--- config.mk ---
export PLATFORM = sky130hd
export DESIGN_NAME = dacreg_ctrl
export DESIGN_NICKNAME = d
export VERILOG_FILES = /design/src/rtl/dacreg_pkg.sv /design/src/rtl/dacreg_tick.sv /design/src/rtl/dacreg_regs.sv /design/src/rtl/dacreg_shifter.sv /design/src/rtl/dacreg_ctrl.sv
export SDC_FILE = /design/constraint.sdc
export NUM_CORES = 1
export LEC_CHECK = 0
export BUFFER_PORTS_ARGS = -buffer_cell sky130_fd_sc_hd__buf_2
export CORE_MARGIN = 2
export CORE_UTILIZATION = 54
export CTS_CLUSTER_SIZE = 25
export DETAILED_ROUTE_END_ITERATION = 10
export GPL_TIMING_DRIVEN = 0
export HOLD_SLACK_MARGIN = 0.08
export PLACE_DENSITY = 0.84
export SETUP_SLACK_MARGIN = 0.15
export SYNTH_ARGS = -nofsm -noshare
export SYNTH_HDL_FRONTEND = slang
export SYNTH_HIERARCHICAL = 1
export SYNTH_SLANG_ARGS = --single-unit
--- constraint.sdc ---
create_clock -name clk -period 2.5 [get_ports clk]
set_clock_uncertainty 0.1 [all_clocks]
set_input_delay 0.375 -clock clk [delete_from_list [all_inputs] [get_ports clk]]
set_output_delay 0.375 -clock clk [all_outputs]
set_load 0.02 [all_outputs]
--- src/rtl/dacreg_pkg.sv ---
package dacreg_pkg;
  // Register offsets; software depends on these positions.
  localparam int OFS_CHSEL = 1;
  localparam int OFS_STAT  = 3;
  localparam int OFS_DATA  = 4;
  localparam int OFS_LOAD  = 7;

  // Bit positions inside the byte-wide registers.
  localparam int AUTOLOAD_BIT = 7;
  localparam int STAT_BUSY    = 0;
  localparam int STAT_RANGE   = 1;
  localparam int STAT_ERR     = 2;

  typedef enum logic [1:0] {
    SH_IDLE,
    SH_LOW,
    SH_HIGH,
    SH_LOAD
  } sh_state_t;
endpackage

--- src/rtl/dacreg_tick.sv ---
module dacreg_tick #(
  parameter int CLK_DIV = 2
) (
  input  logic clk,
  input  logic rst,
  input  logic en,
  output logic tick
);
  localparam int DIV_W = (CLK_DIV > 1) ? $clog2(CLK_DIV) : 1;
  localparam logic [DIV_W-1:0] LAST = DIV_W'(CLK_DIV - 1);

  logic [DIV_W-1:0] cnt_q;

  always_ff @(posedge clk) begin
    if (rst || !en) begin
      cnt_q <= '0;
    end else if (cnt_q == LAST) begin
      cnt_q <= '0;
    end else begin
      cnt_q <= cnt_q + 1'b1;
    end
  end

  assign tick = en && (cnt_q == LAST);
endmodule

--- src/rtl/dacreg_regs.sv ---
module dacreg_regs
  import dacreg_pkg::*;
#(
  parameter int DATA_W = 16,
  parameter int NUM_CH = 4,
  parameter int ADDR_W = 3
) (
  input  logic              clk,
  input  logic              rst,
  input  logic              bus_we,
  input  logic [ADDR_W-1:0] bus_addr,
  input  logic [DATA_W-1:0] bus_wdata,
  output logic [DATA_W-1:0] bus_rdata,
  input  logic              range_strap,
  input  logic              busy,
  output logic              xfer_start,
  output logic [$clog2(NUM_CH)-1:0] xfer_chan,
  output logic              xfer_al,
  output logic [DATA_W-1:0] xfer_data,
  output logic              load_req,
  output logic              err_flag
);
  localparam int CH_W = $clog2(NUM_CH);

  logic [DATA_W-1:0] data_q;
  logic [CH_W-1:0]   chan_q;
  logic              al_q;
  logic              err_q;
  logic [1:0]        range_sync_q;
  logic [DATA_W-1:0] rdata_q;
  logic [DATA_W-1:0] rd_mux;

  logic wr_chsel, wr_stat, wr_data, wr_load;

  assign wr_chsel = bus_we && (bus_addr == ADDR_W'(OFS_CHSEL));
  assign wr_stat  = bus_we && (bus_addr == ADDR_W'(OFS_STAT));
  assign wr_data  = bus_we && (bus_addr == ADDR_W'(OFS_DATA));
  assign wr_load  = bus_we && (bus_addr == ADDR_W'(OFS_LOAD));

  // Commands go to the shifter in the write cycle, so busy is set at the same edge.
  assign xfer_start = wr_chsel && !busy;
  assign xfer_chan  = bus_wdata[CH_W-1:0];
  assign xfer_al    = bus_wdata[AUTOLOAD_BIT];
  assign xfer_data  = data_q;
  assign load_req   = wr_load && !busy;
  assign err_flag   = err_q;

  always_ff @(posedge clk) begin
    if (rst) begin
      data_q       <= '0;
      chan_q       <= '0;
      al_q         <= 1'b0;
      err_q        <= 1'b0;
      range_sync_q <= '0;
    end else begin
      range_sync_q <= {range_sync_q[0], range_strap};
      if (wr_data) begin
        data_q <= bus_wdata;
      end
      if (wr_chsel) begin
        if (busy) begin
          err_q <= 1'b1;
        end else begin
          chan_q <= bus_wdata[CH_W-1:0];
          al_q   <= bus_wdata[AUTOLOAD_BIT];
        end
      end
      if (wr_load && busy) begin
        err_q <= 1'b1;
      end
      if (wr_stat) begin
        err_q <= 1'b0;
      end
    end
  end

  always_comb begin
    rd_mux = '0;
    if (bus_addr == ADDR_W'(OFS_CHSEL)) begin
      rd_mux[AUTOLOAD_BIT] = al_q;
      rd_mux[CH_W-1:0]     = chan_q;
    end else if (bus_addr == ADDR_W'(OFS_STAT)) begin
      rd_mux[STAT_BUSY]  = busy;
      rd_mux[STAT_RANGE] = range_sync_q[1];
      rd_mux[STAT_ERR]   = err_q;
    end else if (bus_addr == ADDR_W'(OFS_DATA)) begin
      rd_mux = data_q;
    end
  end

  always_ff @(posedge clk) begin
    if (rst) begin
      rdata_q <= '0;
    end else begin
      rdata_q <= rd_mux;
    end
  end

  assign bus_rdata = rdata_q;
endmodule

--- src/rtl/dacreg_shifter.sv ---
module dacreg_shifter
  import dacreg_pkg::*;
#(
  parameter int DATA_W  = 16,
  parameter int NUM_CH  = 4,
  parameter int CLK_DIV = 2
) (
  input  logic                      clk,
  input  logic                      rst,
  input  logic                      start,
  input  logic [$clog2(NUM_CH)-1:0] chan,
  input  logic                      autoload,
  input  logic [DATA_W-1:0]         data,
  input  logic                      load_req,
  output logic                      busy,
  output logic                      sclk,
  output logic                      sdata,
  output logic [NUM_CH-1:0]         cs_n,
  output logic                      ldac
);
  localparam int BIT_W = $clog2(DATA_W);
  localparam logic [BIT_W-1:0] LAST_BIT = BIT_W'(DATA_W - 1);

  sh_state_t         state_q;
  logic [DATA_W-1:0] sh_q;
  logic [BIT_W-1:0]  bit_q;
  logic              al_q;
  logic              sclk_q;
  logic              busy_q;
  logic              ldac_q;
  logic              tick;
  logic              accept;
  logic              done;

  assign accept = start && (state_q == SH_IDLE);
  assign done   = (state_q == SH_HIGH) && tick && (bit_q == LAST_BIT);

  dacreg_tick #(.CLK_DIV(CLK_DIV)) tick_i (
    .clk  (clk),
    .rst  (rst),
    .en   ((state_q == SH_LOW) || (state_q == SH_HIGH)),
    .tick (tick)
  );

  always_ff @(posedge clk) begin
    if (rst) begin
      state_q <= SH_IDLE;
      sh_q    <= '0;
      bit_q   <= '0;
      al_q    <= 1'b0;
      sclk_q  <= 1'b0;
      busy_q  <= 1'b0;
      ldac_q  <= 1'b0;
    end else begin
      ldac_q <= 1'b0;
      case (state_q)
        SH_IDLE: begin
          if (accept) begin
            sh_q    <= data;
            bit_q   <= '0;
            al_q    <= autoload;
            busy_q  <= 1'b1;
            state_q <= SH_LOW;
          end else if (load_req) begin
            ldac_q <= 1'b1;
          end
        end
        SH_LOW: begin
          if (tick) begin
            sclk_q  <= 1'b1;
            state_q <= SH_HIGH;
          end
        end
        SH_HIGH: begin
          if (tick) begin
            sclk_q <= 1'b0;
            if (bit_q == LAST_BIT) begin
              if (al_q) begin
                state_q <= SH_LOAD;
              end else begin
                busy_q  <= 1'b0;
                state_q <= SH_IDLE;
              end
            end else begin
              bit_q   <= bit_q + 1'b1;
              sh_q    <= {sh_q[DATA_W-2:0], 1'b0};
              state_q <= SH_LOW;
            end
          end
        end
        SH_LOAD: begin
          ldac_q  <= 1'b1;
          busy_q  <= 1'b0;
          state_q <= SH_IDLE;
        end
        default: state_q <= SH_IDLE;
      endcase
    end
  end

  // One chip-select flop per channel.
  for (genvar g = 0; g < NUM_CH; g++) begin : g_cs
    logic cs_q;
    always_ff @(posedge clk) begin
      if (rst) begin
        cs_q <= 1'b1;
      end else if (accept && (chan == $clog2(NUM_CH)'(g))) begin
        cs_q <= 1'b0;
      end else if (done) begin
        cs_q <= 1'b1;
      end
    end
    assign cs_n[g] = cs_q;
  end

  assign busy  = busy_q;
  assign sclk  = sclk_q;
  assign sdata = sh_q[DATA_W-1];
  assign ldac  = ldac_q;
endmodule

--- src/rtl/dacreg_ctrl.sv ---
module dacreg_ctrl #(
  parameter int DATA_W  = 16,
  parameter int NUM_CH  = 4,
  parameter int ADDR_W  = 3,
  parameter int CLK_DIV = 2
) (
  input  logic              clk,
  input  logic              rst,
  input  logic              bus_we,
  input  logic [ADDR_W-1:0] bus_addr,
  input  logic [DATA_W-1:0] bus_wdata,
  output logic [DATA_W-1:0] bus_rdata,
  input  logic              range_strap,
  output logic              dac_sclk,
  output logic              dac_sdata,
  output logic [NUM_CH-1:0] dac_cs_n,
  output logic              dac_ldac
);
  localparam int CH_W = $clog2(NUM_CH);

  logic              busy_w;
  logic              err_w;
  logic              start_w;
  logic [CH_W-1:0]   chan_w;
  logic              al_w;
  logic [DATA_W-1:0] data_w;
  logic              load_w;

  dacreg_regs #(
    .DATA_W (DATA_W),
    .NUM_CH (NUM_CH),
    .ADDR_W (ADDR_W)
  ) regs_i (
    .clk         (clk),
    .rst         (rst),
    .bus_we      (bus_we),
    .bus_addr    (bus_addr),
    .bus_wdata   (bus_wdata),
    .bus_rdata   (bus_rdata),
    .range_strap (range_strap),
    .busy        (busy_w),
    .xfer_start  (start_w),
    .xfer_chan   (chan_w),
    .xfer_al     (al_w),
    .xfer_data   (data_w),
    .load_req    (load_w),
    .err_flag    (err_w)
  );

  dacreg_shifter #(
    .DATA_W  (DATA_W),
    .NUM_CH  (NUM_CH),
    .CLK_DIV (CLK_DIV)
  ) shift_i (
    .clk      (clk),
    .rst      (rst),
    .start    (start_w),
    .chan     (chan_w),
    .autoload (al_w),
    .data     (data_w),
    .load_req (load_w),
    .busy     (busy_w),
    .sclk     (dac_sclk),
    .sdata    (dac_sdata),
    .cs_n     (dac_cs_n),
    .ldac     (dac_ldac)
  );
endmodule

==> Word level (Yosys, flattened, before mapping) <==
Index checks and enable logic that the tools add are counted.
{ "word_totals": {"reg_bits": 69, "output_inout_bits": 23, "wordCells": 120} }
{ "classes": {"add_sub_neg": 2, "n_eq_ne": 17, "mux": 38, "n_bitwise": 2, "reduce_logical": 41} }
{ "ops": {"columns": ["op", "count"], "rows": [
  ["16-bit two-way mux", 3],
  ["16-bit case mux with 2 select lines", 1],
  ["1-bit two-way mux", 17],
  ["2-bit nonzero test", 8],
  ["1-bit logical AND", 15],
  ["2-bit two-way mux", 6],
  ["4-bit two-way mux", 3],
  ["2-bit equality test, second input constant", 4],
  ["8-bit two-way mux", 1],
  ["2-bit case mux with 4 select lines", 1],
  ["4-bit case mux with 2 select lines", 1],
  ["3-bit equality test, second input constant", 2],
  ["2-bit by 1-bit != test with 1-bit output, second input constant", 3],
  ["2-bit != test, second input constant", 3],
  ["2-bit AND reduction", 3],
  ["3-bit AND reduction", 2],
  ["2-bit OR reduction", 3],
  ["5-bit two-way mux", 1],
  ["5-bit AND reduction", 1],
  ["4-bit by 1-bit adder with 4-bit output, second input constant", 1],
  ["2-bit by 1-bit equality test with 1-bit output, second input constant", 2],
  ["4-bit equality test, second input constant", 1],
  ["2-bit zero test", 2],
  ["1-bit case mux with 2 select lines", 2],
  ["other kinds (11)", 14]
]} }

==> Longest topological paths before layout <==
Gate-level depths: netlist of the first run.
{ "logic_depth": {"word_depth": 7, "mapped_depth": 8} }

==> Modules after synthesis <==
Netlist of the first run, hierarchy kept.
{ "modules_own_cells": {"columns": ["module", "instances", "cells_each", "area_per_inst_um2"], "rows": [
  ["dacreg_shifter", 1, 160, 1471.4],
  ["dacreg_regs", 1, 147, 1403.8],
  ["dacreg_tick", 1, 3, 40.0]
]} }

==> Worst setup path after synthesis of the first run <==
No wires, ideal clock.
{ "synth_timing": {"path_kind": "input port to flip-flop", "from": "input bus_addr[2]", "to": "register shift_i.busy_q (netlist: shift_i/busy)", "setup_ps": 71, "t_arrival_ps": 2109, "required_time_ps": 2329, "path_slack_ps": 220, "stages": 7, "path_buffers": 1, "path_cell_list": "buf_6 > nand2b_4 > nor4b_4 > nor2b_4 > a211o_1 > or4_1 > a21oi_1"} }
{ "synth_between": {"elab_chain_cells": 6} }
{ "synth_lines": {"columns": ["item", "line", "rtl"], "rows": [
  ["from (decl)", "dacreg_ctrl.sv:10", "input logic [ADDR_W-1:0] bus_addr,"],
  ["3-bit by 1-bit equality test with 1-bit output", "dacreg_regs.sv:35", "assign wr_chsel = bus_we && (bus_addr == ADDR_W'(OFS_CHSEL));"],
  ["1-bit logical AND", "dacreg_regs.sv:35", null],
  ["1-bit logical AND", "dacreg_regs.sv:41", "assign xfer_start = wr_chsel && !busy;"],
  ["named net start_w", "dacreg_ctrl.sv:23", "logic start_w;"],
  ["1-bit logical AND", "dacreg_shifter.sv:35", "assign accept = start && (state_q == SH_IDLE);"],
  ["2-bit by 1-bit != test with 1-bit output (no source line)", null, null],
  ["5-bit AND reduction (no source line)", null, null],
  ["to (signal assigned)", "dacreg_shifter.sv:52", "busy_q <= 1'b0;"],
  ["to (signal assigned)", "dacreg_shifter.sv:62", "busy_q <= 1'b1;"],
  ["to (signal assigned)", "dacreg_shifter.sv:81", "busy_q <= 1'b0;"],
  ["to (decl)", "dacreg_shifter.sv:29", "logic busy_q;"]
]} }
The timed path passes the listed nets, and every way through them passes these cells.
A chain may end at the register's enable or synchronous reset.

==> Worst setup path after layout of the first run <==
{ "layout_timing": {"from": "register shift_i.state_q[0]", "to": "register shift_i.bit_q[2]"} }
{ "layout_between": {"elab_chain_cells": 5, "word_cells_on_any_way": 12, "classes_between": "5 x eq/ne; 1 x mux; 6 x reduce/logical"} }
{ "layout_lines": {"columns": ["item", "line", "rtl"], "rows": [
  ["from (decl)", "dacreg_shifter.sv:24", "sh_state_t state_q;"],
  ["from (signal assigned)", "dacreg_shifter.sv:47", "state_q <= SH_IDLE;"],
  ["from (signal assigned)", "dacreg_shifter.sv:63", "state_q <= SH_LOW;"],
  ["from (signal assigned)", "dacreg_shifter.sv:71", "state_q <= SH_HIGH;"],
  ["2-bit by 1-bit equality test with 1-bit output or 2-bit equality test (tied branches)", "dacreg_shifter.sv:41", ".en ((state_q == SH_LOW) || (state_q == SH_HIGH)),"],
  ["1-bit logical OR (*)", "dacreg_shifter.sv:41", null],
  ["1-bit logical AND (*)", "dacreg_tick.sv:24", "assign tick = en && (cnt_q == LAST);"],
  ["named net shift_i.tick", "dacreg_shifter.sv:31", "logic tick;"],
  ["2-bit by 1-bit != test with 1-bit output (no source line) (*)", null, null],
  ["4-bit AND reduction (no source line) (*)", null, null],
  ["to (signal assigned)", "dacreg_shifter.sv:85", "bit_q <= bit_q + 1'b1;"],
  ["to (decl)", "dacreg_shifter.sv:26", "logic [BIT_W-1:0] bit_q;"]
]} }
The timed path passes the listed nets; every way through them passes the cells marked *.

==> metrics list, run 1 <==
- Outcome: finished, final reports clean
- Cell depth of the worst setup path: 8
- STA classifies the critical path startpoint as a flop.
- Core Util, Final: 0.6655
- The number of buffers and inverters on the critical path is 2.
- Across every metal layer, demand over resource in global routing totals 0.2190.
* Final design instance area without fill: approximately 3400 µm²
* CTS tree: yes
* Number of global-route vias before repair: 2172
- Along the worst path, the maximum fanout reaches 10.
- Die boundary height: 77.48 µm
- The number of different library cells used by synthesis comes to 50.
- Detailed routing inserted a total of roughly 2400 vias.
- For this run the aggregate overflow at the end of global routing stands at 0.
* Dpl hpwl: roughly 4200 µm
* Rel. slew slack: 0.5612
- Highest cell delay on the worst timing path: between 0.3 and 0.4 ns
* Initial cell density of the core: 0.5636
- For this run, asynchronously set or reset flops after synthesis account for 0.
- After layout, the minimum clock period comes to between 2 and 2.5 ns.
- The number of antenna violations at the first check in global routing came to 0.
- The area growth from synthesis to layout is 18.07%.
- Share of post-route cells with drive strength above 1: 0.2440
- Nets in the synthesized netlist: 340
- Input and output buffers added on the ports amount to between 40 and 50.
* Total I/O pin count: between 40 and 50
- Routability-driven placement finished with a final weighted congestion of 0.7967.
* Max Clock Freq: ~0.45 GHz
- Final hold analysis gives a worst-case slack of around 0.14 ns.
- Across the run, the number of max-cap violations was 0.
- The first global-routing pass estimated a little over 10000 µm of wire.
- In this run the cell area of the synthesized design comes to 2915 µm².
* Data arrival time of the critical path: 2.39 ns
* Number of nets at the end of the flow: between 300 and 400
- Die ar.: between 6000 and 7000 µm²
- Setup repair after global routing left no endpoint under its margin.
- Hold bufs inserted after CTS: 0
- Instance count of the mapped netlist: 310
- By startpoint and endpoint, the worst setup path is classified as flop to flop.
* Final total negative setup slack: 0 ns
- In this run the mean area of a mapped cell was 9.404 µm².
- Yosys printed 6 warnings.
- Of the synthesized area, sequential elements account for 0.4738.
* Clock tree sinks: between 60 and 70
- In this run, the number of DRC markers left after iteration 0 of detailed routing was between 150 and 200.
- Die width: between 70 and 80 µm
- Counting flops and latches in the post-synthesis netlist gives 69.
- Count of H-tree levels built during CTS: 3
* Sum of routed wire length over all layers: about 6000 µm
- The worst register-to-register path has a depth of 8.
- Clock slew seen by the registers of the worst setup and hold paths: 0.07 ns
* Critical path's top delay family: compound AO/OA/AOI/OAI gates
- The floorplan has 26 rows.
* Initial DRT Pass Iterations: 5
* Maximum number of pins on one net before global-route repair: 12
- Setup violations remaining at the end of the flow were counted as 0.
* Power, Total: 0.002433 W
- Number of DRC violations after detailed routing: 0
* Ratio of total power to cell area: 706.9 nW/µm²
- Core Region: ~5200 µm²
- Dividing the final minimum period by the clock period gives 0.8842.
- Clock insertion delay at the later pin of the skew report: between 0.3 and 0.4 ns
- Critical Path RT: 2.68 ns
- Leakage power of the design: ~1.3 nW
* Most used flip-flop cell after synthesis: dfxtp_1
* Endpoint kind of the worst setup timing path: flop
* CTS root buf: clkbuf_8
* Cell count of the worst hold path: 2
- In this run the worst hold path is classified as input port to flop.
- In this run the remaining antenna-violating nets after routing total 0.
- On the critical path, the stage with the largest delay is an instance of dfxtp_1.
* Transition time of the tightest slew-check pin: between 0.6 and 0.7 ns
- The critical path goes through inv_1, ha_1, and2_2, nand2_1, o31ai_4, clkbuf_4, nand4b_1, a21oi_1.
- Final number of hold-violating endpoints: 0
- Using the TritonRoute via totals, the vias-per-cell ratio works out to about 5.4.
- CTS buffer count: 9
- Maximum clock insertion buffer count: 2
* Average wire per standard cell: between 10 and 15 µm
- Total inserted antenna cells: 0
- Number of enable flip-flop cells after synthesis: 0
- Maximum resistive drop on vdd: around 470 µV
- The layout has 414 filler cells.
- Placement-stage cell area: between 3000 and 4000 µm²
* Slew Limit Fails: 0
[sequential cells by signal, indices dropped and copies added (netlist names)]
| signal | count |
|---|---|
| shift_i/tick_i/cnt_q | 1 |
| shift_i/bit_q | 4 |
| shift_i/sclk | 1 |
| shift_i/busy | 1 |
| regs_i/err_flag | 1 |
| shift_i/ldac | 1 |
| shift_i/state_q | 2 |
| shift_i/g_cs.cs_q | 4 |
| regs_i/xfer_data | 16 |
| regs_i/bus_rdata | 16 |
| shift_i/sh_q | 16 |
| shift_i/al_q | 1 |
| regs_i/al_q | 1 |
| regs_i/chan_q | 2 |
| regs_i/range_sync_q | 2 |
[power by group]
group | leakage, nW | total [W] | switching, W | internal (W)
registers | 0.559 | 0.00119 | 0.0000386 | 0.00115
clock network | 0.0964 | 0.000890 | 0.000405 | 0.000485
logic | 0.663 | 0.000350 | 0.000196 | 0.000155
total | 1.32 | 0.00243 | 0.000640 | 0.00179
[layer usage]
| metal | vias to the layer above | wire [µm] | track usage |
|---|---|---|---|
| li1 | 1184 | - | - |
| met3 | 13 | 266 | 0.05814 |
| met2 | 61 | 2908 | 0.3470 |
| met4 | 0 | 162 | 0.1036 |
| met1 | 1126 | 2748 | 0.2777 |
| met5 | - | 0 | 0 |
[cells in the mapped netlist (2+ instances only)]
| cell | n | share of area |
|---|---|---|
| a211oi_1 | 15 | 0.039 |
| a21oi_1 | 26 | 0.045 |
| a22oi_1 | 2 | 0.0051 |
| and2_1 | 13 | 0.028 |
| and3_1 | 2 | 0.0043 |
| buf_2 | 5 | 0.0086 |
| buf_4 | 9 | 0.023 |
| buf_6 | 2 | 0.0077 |
| clkbuf_1 | 6 | 0.0077 |
| clkbuf_2 | 3 | 0.0051 |
| dfxtp_1 | 69 | 0.47 |
| ha_1 | 7 | 0.030 |
| inv_1 | 3 | 0.0039 |
| mux2i_1 | 19 | 0.065 |
| nand2_1 | 38 | 0.049 |
| nand2b_1 | 13 | 0.028 |
| nand3_1 | 6 | 0.010 |
| nand3b_1 | 3 | 0.0077 |
| nor2_1 | 23 | 0.030 |
| nor2b_1 | 4 | 0.0086 |
| nor3_1 | 6 | 0.010 |
| o21ai_0 | 6 | 0.010 |
| o22ai_1 | 2 | 0.0043 |
| o32ai_1 | 2 | 0.0060 |
[metrics by stage]
stage / worst slack (ns) / std cells
final: 0.2895 / 443
after floorplan: 0.2202 / 310
after global routing: 0.1541 / 443
after global placement: -0.04052 / 424
after detailed placement: -0.04022 / 424
after CTS: 0.2256 / 440
[path summary, 6_finish.rpt]
path / startpoint / endpoint / slack (ns)
max reg2reg: shift_i/state_q[0] / shift_i/bit_q[2] / 0.29
min reg2reg: shift_i/tick_i/cnt_q / shift_i/tick_i/cnt_q / 0.35
max: shift_i/state_q[0] / shift_i/bit_q[2] / 0.29
min: range_strap / regs_i/range_sync_q[0] / 0.14
[kinds of logic after synthesis]
group | share of synthesized area
AO/OA/AOI/OAI | 0.1412
XOR/XNOR | 0.003005
adder cells (fa/ha/maj) | 0.03004
buffers and inverters | 0.05750
flip-flops | 0.4738
multiplexers | 0.06524
AND/OR/NAND/NOR | 0.2292
[cells in the final DEF, fill, tap and decap left out, types with 7 or more instances in the layout]
| master | n |
|---|---|
| a211oi_1 | 15 |
| a21oi_1 | 26 |
| and2_1 | 13 |
| buf_2 | 48 |
| buf_4 | 12 |
| clkbuf_1 | 8 |
| clkbuf_8 | 10 |
| dfxtp_1 | 68 |
| ha_1 | 7 |
| mux2i_1 | 19 |
| nand2_1 | 38 |
| nand2b_1 | 13 |
| nor2_1 | 23 |
[cell type report]
class                   instances  area [µm²]  share of cell area
flip-flops and latches         69        1383              0.4017
clock inverters                 4       47.55             0.01381
clock buffers                  12       145.1             0.04217
well taps                      70       87.58             0.02545
plain buffers                  26       158.9             0.04616
inverters                       3       11.26            0.003272
repair buffers                 47       242.7             0.07052
multi-input cells             212        1366              0.3969
[what timing repair did]
| action | 4_1_cts | 5_1_grt |
|---|---|---|
| resized for setup | 0 | 2 |
| setup endpoints to repair | 0 | 16 |
| buffers inserted | 0 | 3 |
Power figures use the tool's default switching activity.
==> run 2: changes to the inputs <==
Settings changed: ABC_AREA from default to 1, PLACE_DENSITY 0.84 to 0.83.
Clock period 2.5 ns to 2.1 ns, I/O delays scaled along.
==> run 2 against run 1 <==
Global-route usage rose by 1.2 points. Critical path depth increased by 4. Core utilization is essentially flat. Non-clock buffer count grew 1. Synthesized cell count is 34% higher. Cell count is 24% higher. Largest cell class is now multi-input gates.
==> metrics list, run 2 <==
* Async S/R FF share, synth: 0
- Critical Path RT: 2.25 ns
* Highest-delay cell along the critical path: dfxtp_2
- Cell with the most instances after synthesis: nand2_1
* Final total negative setup slack: 0 ns
* Ratio of total power to cell area: approximately 970 nW/µm²
- For this run, design rule violations remaining after detail routing come to 0.
* Highest net fanout along the worst path: 7
* Internal portion of total power: 0.002392 W
- The number of pins with negative max-slew slack in the final report is 0.
* Fraction of synthesized cell area taken by the top area cell type: 0.4391
- The repair_antennas step left the layout with diodes totalling 0.
- The average instance in the mapped netlist occupies approximately 7.6 µm².
- Sorting the synthesized cells by area gives the leading types as dfxtp_1 (44%), nand2_1 (11%), nor2_1 (7.9%).
* CTS root buf: clkbuf_8
* Rel. slew slack: 0.6584
- Die boundary height: about 80 µm
- For this block, the initial DRC count from the detailed router was 182.
- Outcome: finished, final reports clean
- Fin Hold WS: 0.1214 ns
- The number of global-route vias before repair came to ~2600.
- Max-cap violations: 0
- Count of H-tree levels built during CTS: 3
* Maximum resistive drop on vdd: 488.5 µV
- The area growth from synthesis to layout is 17.98%.
* Net switching share of the total power: 0.3339
- Most used standard cells in the synthesized netlist: nand2_1 (90), dfxtp_1 (69), nor2_1 (66)
- CTS tree: yes
- Of the total power, the clock network draws 0.292.
- Non-Filler Instances: around 550
* Final number of hold-violating endpoints: 0
* Wire length of the first global-routing pass: between 10000 and 15000 µm
- The worst path meets setup with between 0.2 and 0.3 ns of slack.
* Critical path's top delay family: simple AND/OR/NAND/NOR gates
* Highest-count cells in the layout ignoring fill and taps: nand2_1 (90), dfxtp_1 (67), nor2_1 (66)
- Among the stages of the critical path, the cell type that occurs most often is nand2_1.
- For this run, the register share of the synthesized area comes to 0.4391.
- Average wire per standard cell: between 10 and 15 µm
* Clock slew seen by the registers of the worst setup and hold paths: 0.08 ns
* Setup repair after global routing missed its margin: no
- In this run the count of I/O pins placed on the die edge is between 40 and 50.
- Number of enable flip-flop cells after synthesis: 0
- Endpoint kind of the worst setup timing path: flop
- Via count of the routed design: approximately 2700
* Initial cell density of the core: 0.5643
- Power, Total: approximately 0.0036 W
* Critical Path, Cell by Cell: inv_2, ha_4, nand2_1, inv_1, inv_1, nand2_1, nand3_2, nor2_4, buf_4, nand2_1, nand2_1, nor2_1
- Overflow after GRT: 0
- Setup violations remaining at the end of the flow were counted as 0.
* Register share of total power: 0.426
* Placed instance count: between 500 and 600
- Core Region: 5574 µm²
* Die width: between 80 and 90 µm
- The initialized floorplan defines 27 standard-cell rows.
* Critical path class: flop to flop
- Die ar.: approximately 6500 µm²
- The net count of the finished layout is around 510.
* Final weighted congestion in routability-driven placement: 0.8779
- The worst setup path is launched from a flop.
* Final critical path time including I/O delays and setup: around 1.8 ns
- Post-route fraction of the period consumed by the critical path: 0.8676
- Before CTS, the worst setup slack after placement is between 0.1 and 0.15 ns.
* Transition time of the tightest slew-check pin: 0.5124 ns
- Overall fraction of global-route tracks in use: 0.2305
* Leakage power of the design: around 1.6 nW
- Counting both buffers and inverters, the worst setup path holds a total of 4.
* Number of antenna violations at the first check in global routing: 0
- Number of warnings printed during yosys synthesis: 6
- The path class of the tightest hold or removal check is input port to flop.
* Synthesized area: ~3100 µm²
- Clock tree synthesis found a total of 69 sinks.
* Initial DRT Pass Iterations: 4
- Entering global routing, the biggest net connects 13 pins.
* Max Clock Freq: between 0.5 and 0.6 GHz
- Port buffering added 45 buffers.
* Clock insertion delay at the later pin of the skew report: 0.35 ns
- After synthesis the netlist holds a flip-flop and latch count of approximately 70.
- Leaving out fill and tap cells, the most frequent cell in the layout is nand2_1.
* Maximum clock insertion buffer count: 2
- Per-cell via count in the routed design: 4.926
- Summed over all nets, the switching power comes to roughly 0.0012 W.
* CTS buffer count: 9
- In this design, the stage delay of the slowest critical-path cell is around 0.37 ns.
- Share of post-route cells with drive strength above 1: 0.2630
- When the netlist entered floorplanning its net count stood at between 400 and 500.
* Post-synth top area cell: dfxtp_1
- At the worst endpoint, the arrival time is a little under 2 ns.
- Among all flip-flop cells after synthesis, the most frequent one is dfxtp_1.
- Of the total power, combinational logic draws 0.282.
- Instance count of the mapped netlist: around 410
* Sum of routed wire length over all layers: between 6000 and 7000 µm
- Dpl hpwl: about 5000 µm
* Library cells used by synthesis: 28
- The detail route stage leaves a number of antenna-violating nets equal to 0.
- Number of filler instances in the final layout: between 400 and 500
-- run 2: cell types whose count changed after synthesis, moves of 7 or more --
cell      change
a211oi_1     -14
a21oi_1      -10
a21oi_2       +9
and2_1       -13
inv_1        +42
nand2_1      +52
nand2_2      +11
nand2b_1     -13
nand3_1      +19
nor2_1       +43
o21ai_0       +7
-- run 2: worst paths after layout --
kind                                              from                     end  slack [ns]  cells after the start
worst max-delay path                shift_i/state_q[1]         shift_i/sh_q[4]        0.28                     12
worst min-delay path                               rst    shift_i/tick_i/cnt_q        0.12                      2
worst max register to register      shift_i/state_q[1]         shift_i/sh_q[4]        0.28                     12
worst min register to register  regs_i/range_sync_q[0]  regs_i/range_sync_q[1]        0.31                      2
-- run 2: through the flow --
stage	utilization	instance area [µm²]
2_1_floorplan	-	3146
3_3_place_gp	0.6209	3461
3_5_place_dp	0.6209	3461
4_1_cts	0.6593	3675
5_1_grt	0.6658	3711
6_report	0.6658	3711
-- run 2: repair_timing --
item | CTS | global route
pin swaps | 1 | 1
gates resized for setup | 0 | 7
endpoints found under the hold margin | 1 | 0
setup endpoints to repair | 12 | 26
cloned | 0 | 2
setup buffers | 2 | 0
hold buffers | 1 | 0
-- run 2: final cells by class --
class,count,area [µm²],area share
Multi-Input combinational cell,272,1418,0.3820
Timing Repair Buffer,50,262.8,0.07080
Inverter,49,183.9,0.04956
Sequential cell,69,1384,0.3729
Buffer,24,183.9,0.04956
Clock buffer,9,123.9,0.03338
Clock inverter,6,65.06,0.01753
Tap cell,72,90.09,0.02428
-- run 2: kinds of logic after synthesis --
logic type,synth area share
mux,0.04773
simple gates,0.2896
fa+ha+maj,0.02784
compound gates,0.07876
flops,0.4391
buf+inv,0.1169
-- run 2: per-layer routing --
| layer | GRT usage | up-vias | wire [µm] |
|---|---|---|---|
| met3 | 0.04045 | 13 | 322 |
| met2 | 0.3758 | 69 | 3344 |
| met4 | 0.1102 | 0 | 159 |
| met5 | 0 | - | 0 |
| met1 | 0.2951 | 1228 | 3152 |
| li1 | - | 1404 | - |
-- run 2: power by group through the flow --
stage          sequential (W)  clock, W  combinational [W]
6_report              0.00153   0.00105            0.00101
4_1_cts               0.00152   0.00105           0.000959
2_1_floorplan         0.00155         0           0.000705
3_5_place_dp          0.00155         0           0.000918
5_1_grt               0.00154   0.00111            0.00113
3_3_place_gp          0.00154         0           0.000877
==> run 3: changes to the inputs <==
==> constraint.sdc (replaced) <==
create_clock -name clk -period 2.1 [get_ports clk]
set_clock_uncertainty 0.1 [all_clocks]
set_input_delay 0.105 -clock clk [delete_from_list [all_inputs] [get_ports clk]]
set_output_delay 0.105 -clock clk [all_outputs]
set_load 0.02 [all_outputs]
==> run 3 against run 2 <==
Clock power about the same. Via count increased by 7.9%. Count of clock-buffer cells in the layout unchanged. Non-clock buffer count increased by 27. Die area unchanged. Critical path depth decreased by 3. Setup slack got worse by 0.096 ns. Critical path type is now input port to flop. Largest cell class unchanged. Largest power group unchanged.
==> metrics list, run 3 (same netlist as run 2, synthesis figures left out) <==
* FF-to-FF path depth: 12
- Storage cell area: between 1000 and 1500 µm²
- Wires add up to between 7000 and 8000 µm.
- CTS root buf: clkbuf_8
- The analysis attributes to cell leakage a power of between 1.5 and 2 nW.
- Max-cap violations in this run came to 0.
- Setup violations remaining at the end of the flow were counted as 0.
- The count of buffers added on input and output ports is 45.
- Area occupied by multi-input gates: ~1400 µm²
- The path class of the tightest hold or removal check is input port to flop.
- Total I/O pin count: 46
* Wire length of the first global-routing pass: 12290 µm
- Total inserted antenna cells: 0
* Std-Cell Rows: 27
- The startpoint identified for the worst register-to-register timing path is shift_i/state_q[1].
- Setup repair after global routing could not meet its margin everywhere.
- After detailed routing, the average wire length per cell comes to ~14 µm.
- Count of H-tree levels built during CTS: 3
* Critical path class: input port to flop
- In the routed design, unresolved DRC markers number 0.
- Critical Path RT: 2.28 ns
* Data arrival time of the critical path: about 2.1 ns
* Rel. slew slack: 0.6270
- The library cells used most frequently in the layout, excluding fill and tap cells, are nand2_1 (89), dfxtp_1 (67), nor2_1 (66).
* Via count of the routed design: between 2000 and 3000
- In this run the worst path has a maximum fanout of 10.
- Routability-driven placement finished with a final weighted congestion of between 0.8 and 0.9.
* Number of antenna violations at the first check in global routing: 0
- Core Region: about 5600 µm²
- Initial DRT Pass Iterations: 5
- Clock tree sinks: between 60 and 70
* Maximum resistive drop on vdd: roughly 490 µV
* Overall fraction of global-route tracks in use: 0.2496
* Die boundary height: approximately 80 µm
- Final total negative setup slack: 0 ns
- Transition time of the tightest slew-check pin: around 0.56 ns
- The first routing iteration left between 150 and 200 violations.
- Clock insertion delay at the later pin of the skew report: 0.34 ns
* Worst hold path startpoint: bus_addr[2]
- Post-route fraction of the period consumed by the critical path: 0.9135
- Endpoint kind of the worst setup timing path: flop
- Across all hold checks on the routed design, the worst slack comes to 0.1253 ns.
- Leaving out fill and tap cells, the most frequent cell in the layout is nand2_1.
- Initial cell density of the core: 0.5643
- Ratio of total power to cell area: about 900 nW/µm²
- Dpl hpwl: 4855 µm
- Die width: 80.32 µm
* Per-cell via count in the routed design: between 5 and 6
- Overflow after GRT: 0
* Area growth from synthesis to layout: 26.65%
* Share of post-route cells with drive strength above 1: 0.2549
- Maximum number of pins on one net before global-route repair: 13
* Crit. Startpoint: bus_addr[0]
- Clock-pin slew was measured on the worst setup and hold paths at ~0.08 ns.
- Power, Total: about 0.0036 W
- Final critical path time including I/O delays and setup: between 1.5 and 2 ns
* Maximum clock insertion buffer count: 2
- CTS tree: yes
- Once detail routing completed, the nets flagged for antenna violations numbered 0.
- Max Clock Freq: 0.5213 GHz
- The run finished with clean final reports.
- CTS buffer count: 9
- Slew Limit Fails: 0
- The layout has between 400 and 500 filler cells.
- Cell count of the worst hold path: 5
- Number of nets at the end of the flow: approximately 530
* Final number of hold-violating endpoints: 0
- Element type at the critical path start: input port
* Die ar.: 6451 µm²
- The number of global-route vias before repair is 2745.
## run 3: per-layer routing
metal	share of wire	vias up	GRT usage
li1	-	1452	-
met4	0.026	0	0.1203
met5	0	-	0
met1	0.41	1343	0.3036
met3	0.055	23	0.04045
met2	0.51	111	0.4275
## run 3: power by group
| group | switching [W] | internal (W) |
|---|---|---|
| Clock | 0.000500 | 0.000541 |
| Sequential | 0.0000884 | 0.00144 |
| Combinational | 0.000630 | 0.000441 |
| Total | 0.00122 | 0.00242 |
## run 3: stage by stage
step,cell area (µm²),std cells,worst slack [ns],utilization
after floorplan,3146,414,0.3861,-
after detailed placement,3461,531,0.1401,0.6209
after global placement,3461,531,0.1939,0.6209
after CTS,3925,574,0.1516,0.7042
final,3984,578,0.1816,0.7147
after global routing,3984,578,0.1380,0.7147
## run 3: timing repair
action | 4_1_cts | 5_1_grt
hold endpoints to repair | 25 | 0
buffers inserted | 2 | 2
endpoints found under the setup margin | 12 | 26
hold buffers | 26 | 0
gates resized for setup | 0 | 9
gates cloned | 0 | 2
pin swaps | 1 | 1
## run 3: layout make-up
class,count,area share
repair buffers,77,0.1325
clock buffers,9,0.03109
clock inverters,6,0.01633
well taps,72,0.02261
plain buffers,24,0.04617
flip-flops and latches,69,0.3474
inverters,49,0.04617
multi-input cells,272,0.3577
## run 3: worst paths after layout
path | to | slack (ns)
hold / removal | regs_i/bus_rdata[6] | 0.13
setup reg to reg | shift_i/sh_q[10] | 0.24
setup / recovery | regs_i/xfer_data[2] | 0.18
hold reg to reg | regs_i/bus_rdata[3] | 0.36
## run 3: worst max-delay path, stage by stage
cell and delay, ns:
dlygate4sd3_1 0.53, buf_2 0.16, inv_2 0.09, nand3_2 0.07, inv_2 0.09, buf_4 0.19, nand3_1 0.09, a21oi_1 0.18
dlygate4sd3_1 0.59
